$ cat config.mk
export PLATFORM = sky130hd
export DESIGN_NAME = sonet_tx_framer
export DESIGN_NICKNAME = d
export VERILOG_FILES = /design/src/rtl/sonet_tx_framer_pkg.sv /design/src/rtl/tx_parity_chk.sv /design/src/rtl/tx_frame_pos.sv /design/src/rtl/tx_oh_overlay.sv /design/src/rtl/sonet_tx_framer.sv
export SDC_FILE = /design/constraint.sdc
export NUM_CORES = 1
export LEC_CHECK = 0
export ABC_AREA = 1
export CAP_MARGIN = 40
export CORE_MARGIN = 4
export CORE_UTILIZATION = 57
export DETAILED_ROUTE_END_ITERATION = 8
export PLACE_DENSITY = 0.88
export RECOVER_POWER = 100
export SYNTH_ARGS = -nofsm -noshare
export SYNTH_HDL_FRONTEND = slang
export SYNTH_SLANG_ARGS = --single-unit
$ cat constraint.sdc
create_clock -name clk -period 3.6 [get_ports clk]
set_input_delay 0.54 -clock clk [delete_from_list [all_inputs] [get_ports clk]]
set_output_delay 0.54 -clock clk [all_outputs]
set_load 0.01 [all_outputs]
$ cat src/rtl/sonet_tx_framer_pkg.sv
package sonet_tx_framer_pkg;
  typedef struct packed {
    logic [7:0] data;
    logic       perr;
    logic       sof;
    logic       mis;
  } tx_beat_t;
endpackage

$ cat src/rtl/tx_parity_chk.sv
module tx_parity_chk #(
  parameter int DW = 8
) (
  input  logic [DW-1:0] data,
  input  logic          par,
  output logic          err
);
  // odd parity: total count of ones including par must be odd
  assign err = ~(^{data, par});
endmodule

$ cat src/rtl/tx_frame_pos.sv
module tx_frame_pos #(
  parameter int FRAME_LEN = 9720,
  localparam int PW = $clog2(FRAME_LEN)
) (
  input  logic          clk,
  input  logic          rst_n,
  input  logic          step,
  input  logic          fp,
  output logic [PW-1:0] cur_pos,
  output logic          locked,
  output logic          sof,
  output logic          misalign
);
  localparam logic [PW-1:0] LAST = PW'(FRAME_LEN - 1);

  logic [PW-1:0] cnt_q;
  logic          lock_q;

  assign cur_pos  = fp ? '0 : cnt_q;
  assign locked   = lock_q | fp;
  assign sof      = locked && (cur_pos == '0);
  assign misalign = fp && lock_q && (cnt_q != '0);

  always_ff @(posedge clk) begin
    if (!rst_n) begin
      cnt_q  <= '0;
      lock_q <= 1'b0;
    end else if (step) begin
      lock_q <= locked;
      if (!locked)             cnt_q <= '0;
      else if (cur_pos == LAST) cnt_q <= '0;
      else                     cnt_q <= cur_pos + 1'b1;
    end
  end

  p_cnt_range_r9: assert property (@(posedge clk) disable iff (!rst_n)
    cnt_q <= LAST);

  p_wrap_r9: assert property (@(posedge clk) disable iff (!rst_n)
    (step && !fp && lock_q && cnt_q == LAST) |=> (cnt_q == '0));

  p_fp_restart_r5: assert property (@(posedge clk) disable iff (!rst_n)
    (step && fp) |=> (lock_q && cnt_q == PW'(1 % FRAME_LEN)));

  p_lock_sticky_r11: assert property (@(posedge clk) disable iff (!rst_n)
    lock_q |=> lock_q);
endmodule

$ cat src/rtl/tx_oh_overlay.sv
module tx_oh_overlay #(
  parameter int       DW    = 8,
  parameter int       N_A   = 12,
  parameter int       PW    = 14,
  parameter logic [7:0] A1_V = 8'hF6,
  parameter logic [7:0] A2_V = 8'h28
) (
  input  logic          en,
  input  logic          locked,
  input  logic [PW-1:0] pos,
  input  logic [DW-1:0] din,
  output logic [DW-1:0] dout
);
  localparam logic [PW-1:0] A1_END = PW'(N_A);
  localparam logic [PW-1:0] A2_END = PW'(2 * N_A);

  always_comb begin
    dout = din;
    if (en && locked) begin
      if (pos < A1_END)      dout = DW'(A1_V);
      else if (pos < A2_END) dout = DW'(A2_V);
    end
  end
endmodule

$ cat src/rtl/sonet_tx_framer.sv
module sonet_tx_framer
  import sonet_tx_framer_pkg::*;
#(
  parameter int FRAME_LEN = 9720,
  parameter int N_A       = 12
) (
  input  logic       clk,
  input  logic       rst_n,
  input  logic       in_valid,
  output logic       in_ready,
  input  logic [7:0] in_data,
  input  logic       in_par,
  input  logic       in_fp,
  input  logic       oh_en,
  output logic       out_valid,
  input  logic       out_ready,
  output logic [7:0] out_data,
  output logic       out_perr,
  output logic       out_sof,
  output logic       out_misalign
);
  localparam int PW = $clog2(FRAME_LEN);

  logic          step;
  logic          perr_c;
  logic [PW-1:0] pos_c;
  logic          lock_c, sof_c, mis_c;
  logic [7:0]    data_c;
  tx_beat_t      beat_q;
  logic          vld_q;

  assign in_ready = !vld_q || out_ready;
  assign step     = in_valid && in_ready;

  tx_parity_chk #(.DW(8)) u_par (
    .data(in_data), .par(in_par), .err(perr_c)
  );

  tx_frame_pos #(.FRAME_LEN(FRAME_LEN)) u_pos (
    .clk(clk), .rst_n(rst_n), .step(step), .fp(in_fp),
    .cur_pos(pos_c), .locked(lock_c), .sof(sof_c), .misalign(mis_c)
  );

  tx_oh_overlay #(.DW(8), .N_A(N_A), .PW(PW)) u_ovl (
    .en(oh_en), .locked(lock_c), .pos(pos_c), .din(in_data), .dout(data_c)
  );

  always_ff @(posedge clk) begin
    if (!rst_n) begin
      vld_q  <= 1'b0;
      beat_q <= '0;
    end else if (in_ready) begin
      vld_q <= in_valid;
      if (in_valid) beat_q <= '{data: data_c, perr: perr_c, sof: sof_c, mis: mis_c};
    end
  end

  assign out_valid    = vld_q;
  assign out_data     = beat_q.data;
  assign out_perr     = beat_q.perr;
  assign out_sof      = beat_q.sof;
  assign out_misalign = beat_q.mis;

  p_stall_hold_r2: assert property (@(posedge clk) disable iff (!rst_n)
    (out_valid && !out_ready) |=> (out_valid && $stable(out_data) && $stable(out_perr)
                                   && $stable(out_sof) && $stable(out_misalign)));

  p_latency_r3: assert property (@(posedge clk) disable iff (!rst_n)
    (in_valid && in_ready) |=> out_valid);

  p_perr_r4: assert property (@(posedge clk) disable iff (!rst_n)
    (in_valid && in_ready && !(^{in_data, in_par})) |=> out_perr);

  p_mis_sof_r10: assert property (@(posedge clk) disable iff (!rst_n)
    (out_valid && out_misalign) |-> out_sof);
endmodule

Yosys cells after proc, flatten, opt, wreduce, memory -nomap -nowiden
Index checks and enable logic that the tools add are counted.
- bits of input ports: 15
- bits in registers: 27
- output and inout bits: 13
- bitwise gates (word level): 2
- $lt $le $gt $ge: 2
- add/subtract/negate cells: 1
- equal/unequal tests: 1
- multiplexer cells: 6
- reduce and logical (&&, ||, !) cells: 11
- operators by type and width (kind ; number):
    14-bit 2-to-1 mux ; 3
    8-bit 2-to-1 mux ; 3
    14-bit by 1-bit adder with 14-bit output, second input constant ; 1
    14-bit equality test, second input constant ; 1
    14-bit logical NOT ; 1
    14-bit by 4-bit less-than comparator with 1-bit output, second input constant ; 1
    14-bit by 5-bit less-than comparator with 1-bit output, second input constant ; 1
    14-bit nonzero test ; 1
    9-bit parity ; 1
    1-bit logical AND ; 5
    2-bit AND reduction ; 1
    1-bit logical NOT ; 1
    1-bit logical OR ; 1
    1-bit NOT ; 1
    1-bit OR ; 1

Longest topological paths before layout
- depth in word-level cells: 5
- depth in mapped cells: 12
- depth with buffers taken out: 11

Modules after synthesis
From an unflattened synthesis, not the netlist that was laid out.
- cell total of the unflattened synthesis: 341
- area, all modules: 2037.0 µm²
- modules (own cells, without submodules) (module ; cells an instance ; area each (µm²) ; instances):
    tx_frame_pos ; 184 ; 1156.1 ; 1
    sonet_tx_framer ; 77 ; 549.3 ; 1
    tx_oh_overlay ; 43 ; 178.9 ; 1
    tx_parity_chk ; 37 ; 152.6 ; 1

Worst setup path after synthesis
Ideal clock, no wire load.
- kind: input-to-reg
- from: input in_fp
- to: register u_pos.cnt_q[10]
- arrival time: 1.719 ns
- path buffers: 2
- setup slack: 1.747 ns
- stages: 11
- cells stage by stage: buf_4 > nor2_1 > ha_1 > nand3_2 > inv_2 > nand3_1 > nor2_1 > nor2_4 > buf_6 > nand3_1 > a21oi_1
- cells in the longest elaborated chain, start to end: 4
- elaborated cells on any way between the ends: 6
- RTL lines (element ; line ; RTL):
    from (decl) ; sonet_tx_framer.sv:13 ; input logic in_fp,
    14-bit 2-to-1 mux ; tx_frame_pos.sv:19 ; assign cur_pos = fp ? '0 : cnt_q;
    14-bit by 1-bit adder with 14-bit output / 14-bit equality test (equally long branches) ; tx_frame_pos.sv:32, tx_frame_pos.sv:31 ;
    14-bit 2-to-1 mux ; tx_frame_pos.sv:31 ; else if (cur_pos == LAST) cnt_q <= '0;
    14-bit 2-to-1 mux * ; tx_frame_pos.sv:30 ; if (!locked) cnt_q <= '0;
    to (signal assigned) ; tx_frame_pos.sv:32 ; else cnt_q <= cur_pos + 1'b1;
    to (decl) ; tx_frame_pos.sv:16 ; logic [PW-1:0] cnt_q;
Mark *: on every way between the ends. The rest lies on a longest branch, timed or not.
A chain may end at the register's enable or synchronous reset.

Worst setup path in the final report
- from: input in_fp
- to: register u_pos.cnt_q[12]
The elaborated chain is that of the path after synthesis.

==> results.py <==
metrics = {
    "sta": {
        "skew_ns": 0.00552,
        "max_slew_margin_pct": 55.7,
        "worst_slew_pin_slew_ns": 0.664,
        "finalHoldViolCount": 0,
        "rsz0062_at_grt": "no",
        "tns_ns": 0,
        "slew_viol_final": 0,
        "finalCritPeriodShare_pct": 71.8,
        "fmax_mhz": 387,
        "fin_crit_ns": 2.58,
        "setup_viol": 0,
    },
    "yosys": {
        "synthCells": 270,
        "synthesis.nets": 287,
        "async_flop_share_pct": 0,
        "ys_ff_latch": 27,
        "yosysUniqueCellTypes": 33,
        "syn_area_per_cell_um2": 6.54,
        "ys_seq_area_share_pct": 30.6,
        "synth_edf_count": 0,
        "synth.area.top_cells": "dfxtp_1, nand2_1, nand3_1",
        "synth_top_area_cell": "dfxtp_1",
        "yosysTopAreaCellShare_pct": 30.6,
        "ys_top_cells_by_count": "nand2_1, nor2_1, inv_1",
        "yosysWarnings": 0,
        "synthFlopType": "dfxtp_1",
        "synth_most_common_cell": "nand2_1",
        "synth_area_um2": 1770,
    },
    "grt": {
        "grt.met1_usage_pct": 27.1,
        "grt_pass1_vias": 1603,
        "grt_overflow": 0,
        "grt_util_met3_pct": 4.44,
        "busiest_layer": "met2",
        "gr-usage-met2_pct": 34.7,
        "track_usage_pct": 21.2,
        "grt_antenna_before_repair": 0,
        "grt_pass1_wl_um": 6960,
        "grt_max_degree": 22,
    },
    "worst_setup_path": {
        "critPathBufInv": 3,
        "slowest_delay_ns": 0.55,
        "cp_cell_sequence": "dlygate4sd3_1, inv_1, nand2_1, inv_1, ha_1, nand3_1, nor2_1, nand2_1, nor2_1, nand3_1, nand3_1, a21oi_1",
        "crit_family": "simple AND/OR/NAND/NOR gates",
        "reg2reg_slack_ns": 1.42,
        "crit_fanout": 14,
        "slowest_stage": "dlygate4sd3_1",
        "crit_top_cell": "nand3_1",
        "worst-setup-path-type": "primary input to flop",
        "cp.required_ns": 3.82,
        "cp.arrival_ns": 2.80,
        "cp-start-kind": "primary input",
        "end_kind": "flop",
    },
    "finish": {
        "nets": 312,
        "fill_cells": 255,
        "diodes": 0,
        "drive_above_1_share_pct": 5.78,
        "multi_input_area_um2": 1000,
        "final_cells": 325,
        "register_area_um2": 541,
        "syn_to_final_growth_pct": 14.4,
    },
    "die": {
        "die_x_um": 63.7,
        "ioPinCount": 28,
        "die-area_um2": 4050,
        "num_rows": 19,
        "initial_core_util_pct": 61.9,
        "fp.coreArea_um2": 2850,
        "die_h_um": 63.7,
    },
    "job": {
        "maxCapViolCount": 0,
    },
    "power_and_ir_drop": {
        "power.total_w": 0.000565,
        "cellPowerDensity_nw_per_um2": 280,
        "p_leak_nw": 0.819,
        "ir_drop_mv": 0.180,
    },
    "drt": {
        "routedWlPerCell_um": 12.6,
        "wl_um": 4080,
        "dr.pass1.iters": 5,
        "viasPerCell": 5.42,
        "drt_iter0_drc": 128,
        "drc_errors": 0,
        "num_vias": 1760,
        "postRouteAntennaNets": 0,
    },
    "status": {
        "status": "completed",
    },
    "cts": {
        "clk_latency_ns": 0.34,
        "cts_buffer_depth": 2,
        "cts.sinks": 27,
        "clk_pin_slew_ns": 0.14,
        "ctsHoldBuffers": 0,
        "htreeDepth": 1,
        "post_cts_buffers": 0,
        "cts_tree": "yes",
        "cts_made_buffers": 3,
        "root_buffer": "clkbuf_4",
        "postCtsResizedCells": 0,
    },
    "place": {
        "portBuffers": 27,
        "place_inst": 321,
        "place_congestion": 0.907,
        "hpwl_um": 3030,
    },
    "min_path": {
        "hp-class": "flop to flop",
    },
}
## metrics by stage
stage               util, %  cell area, um^2  setup WS, ns  hold WS [ns]
floorplan                 -             1770          1.75         0.458
CTS                    72.1             2060          1.39         0.480
finish                 70.8             2020          1.02         0.475
detailed placement     71.2             2030          1.04         0.460
global placement       71.2             2030          1.12         0.454
global route           70.8             2020         0.729         0.494
## metal layers
metal | up-vias | wire length [um]
li1 | 910 | -
met1 | 783 | 1900
met2 | 60 | 1850
met3 | 7 | 265
met4 | 0 | 72
met5 | - | 0
## sequential cells by signal, summed over array words and instances (netlist names)
name          flops
out_data          8
out_misalign      1
out_perr          1
out_sof           1
out_valid         1
u_pos.cnt_q      14
u_pos.lock_q      1
## worst paths after layout
check | startpoint | cells after the start | endpoint
setup / recovery | in_fp | 12 | u_pos.cnt_q[12]
setup reg to reg | out_valid | 6 | out_data[3]
hold reg to reg | out_sof | 2 | out_sof
hold / removal | out_sof | 2 | out_sof
## kinds of logic after synthesis
group	count (synthesis)	share of synthesized area (%)
flops	27	30.6
simple gates	146	38.8
fa+ha+maj	2	1.42
buf+inv	43	10.6
compound gates	43	14.2
xor+xnor	9	4.46
## worst min-delay path, cell delays in order (launching register included)
cell and delay [ns]:
dfxtp_1 0.34, nand2_1 0.06, a21oi_1 0.05
## layout by cell type, fill, tap and decap left out, types with 2 or more instances in the layout
cell type and count:
nand2_1 69, inv_1 32, nor2_1 32, nand3_1 29, a21oi_1 28, dfxtp_1 27
dlygate4sd3_1 16, clkdlybuf4s50_1 11, o21ai_0 8, xor2_1 5, xnor2_1 4, nor2_4 4
clkbuf_4 3, nand3_4 2, nand2_2 2, nand3b_1 2, o21ai_1 2, nor4_1 2
ha_1 2, clkbuf_1 2
## layout make-up
class,instances,area share (%)
Timing Repair Buffer,29,13.9
Multi-Input combinational cell,200,49.8
Inverter,34,6.32
Clock buffer,4,1.30
Tap cell,31,1.92
Sequential cell,27,26.8
## report_power, final
part | internal [W] | total [W] | leakage, nW | switching [W]
registers | 0.000311 | 0.000317 | 0.220 | 0.00000614
logic | 0.0000490 | 0.000110 | 0.583 | 0.0000613
clock network | 0.0000437 | 0.000138 | 0.0150 | 0.0000938
(Power assumes the default switching activity.)
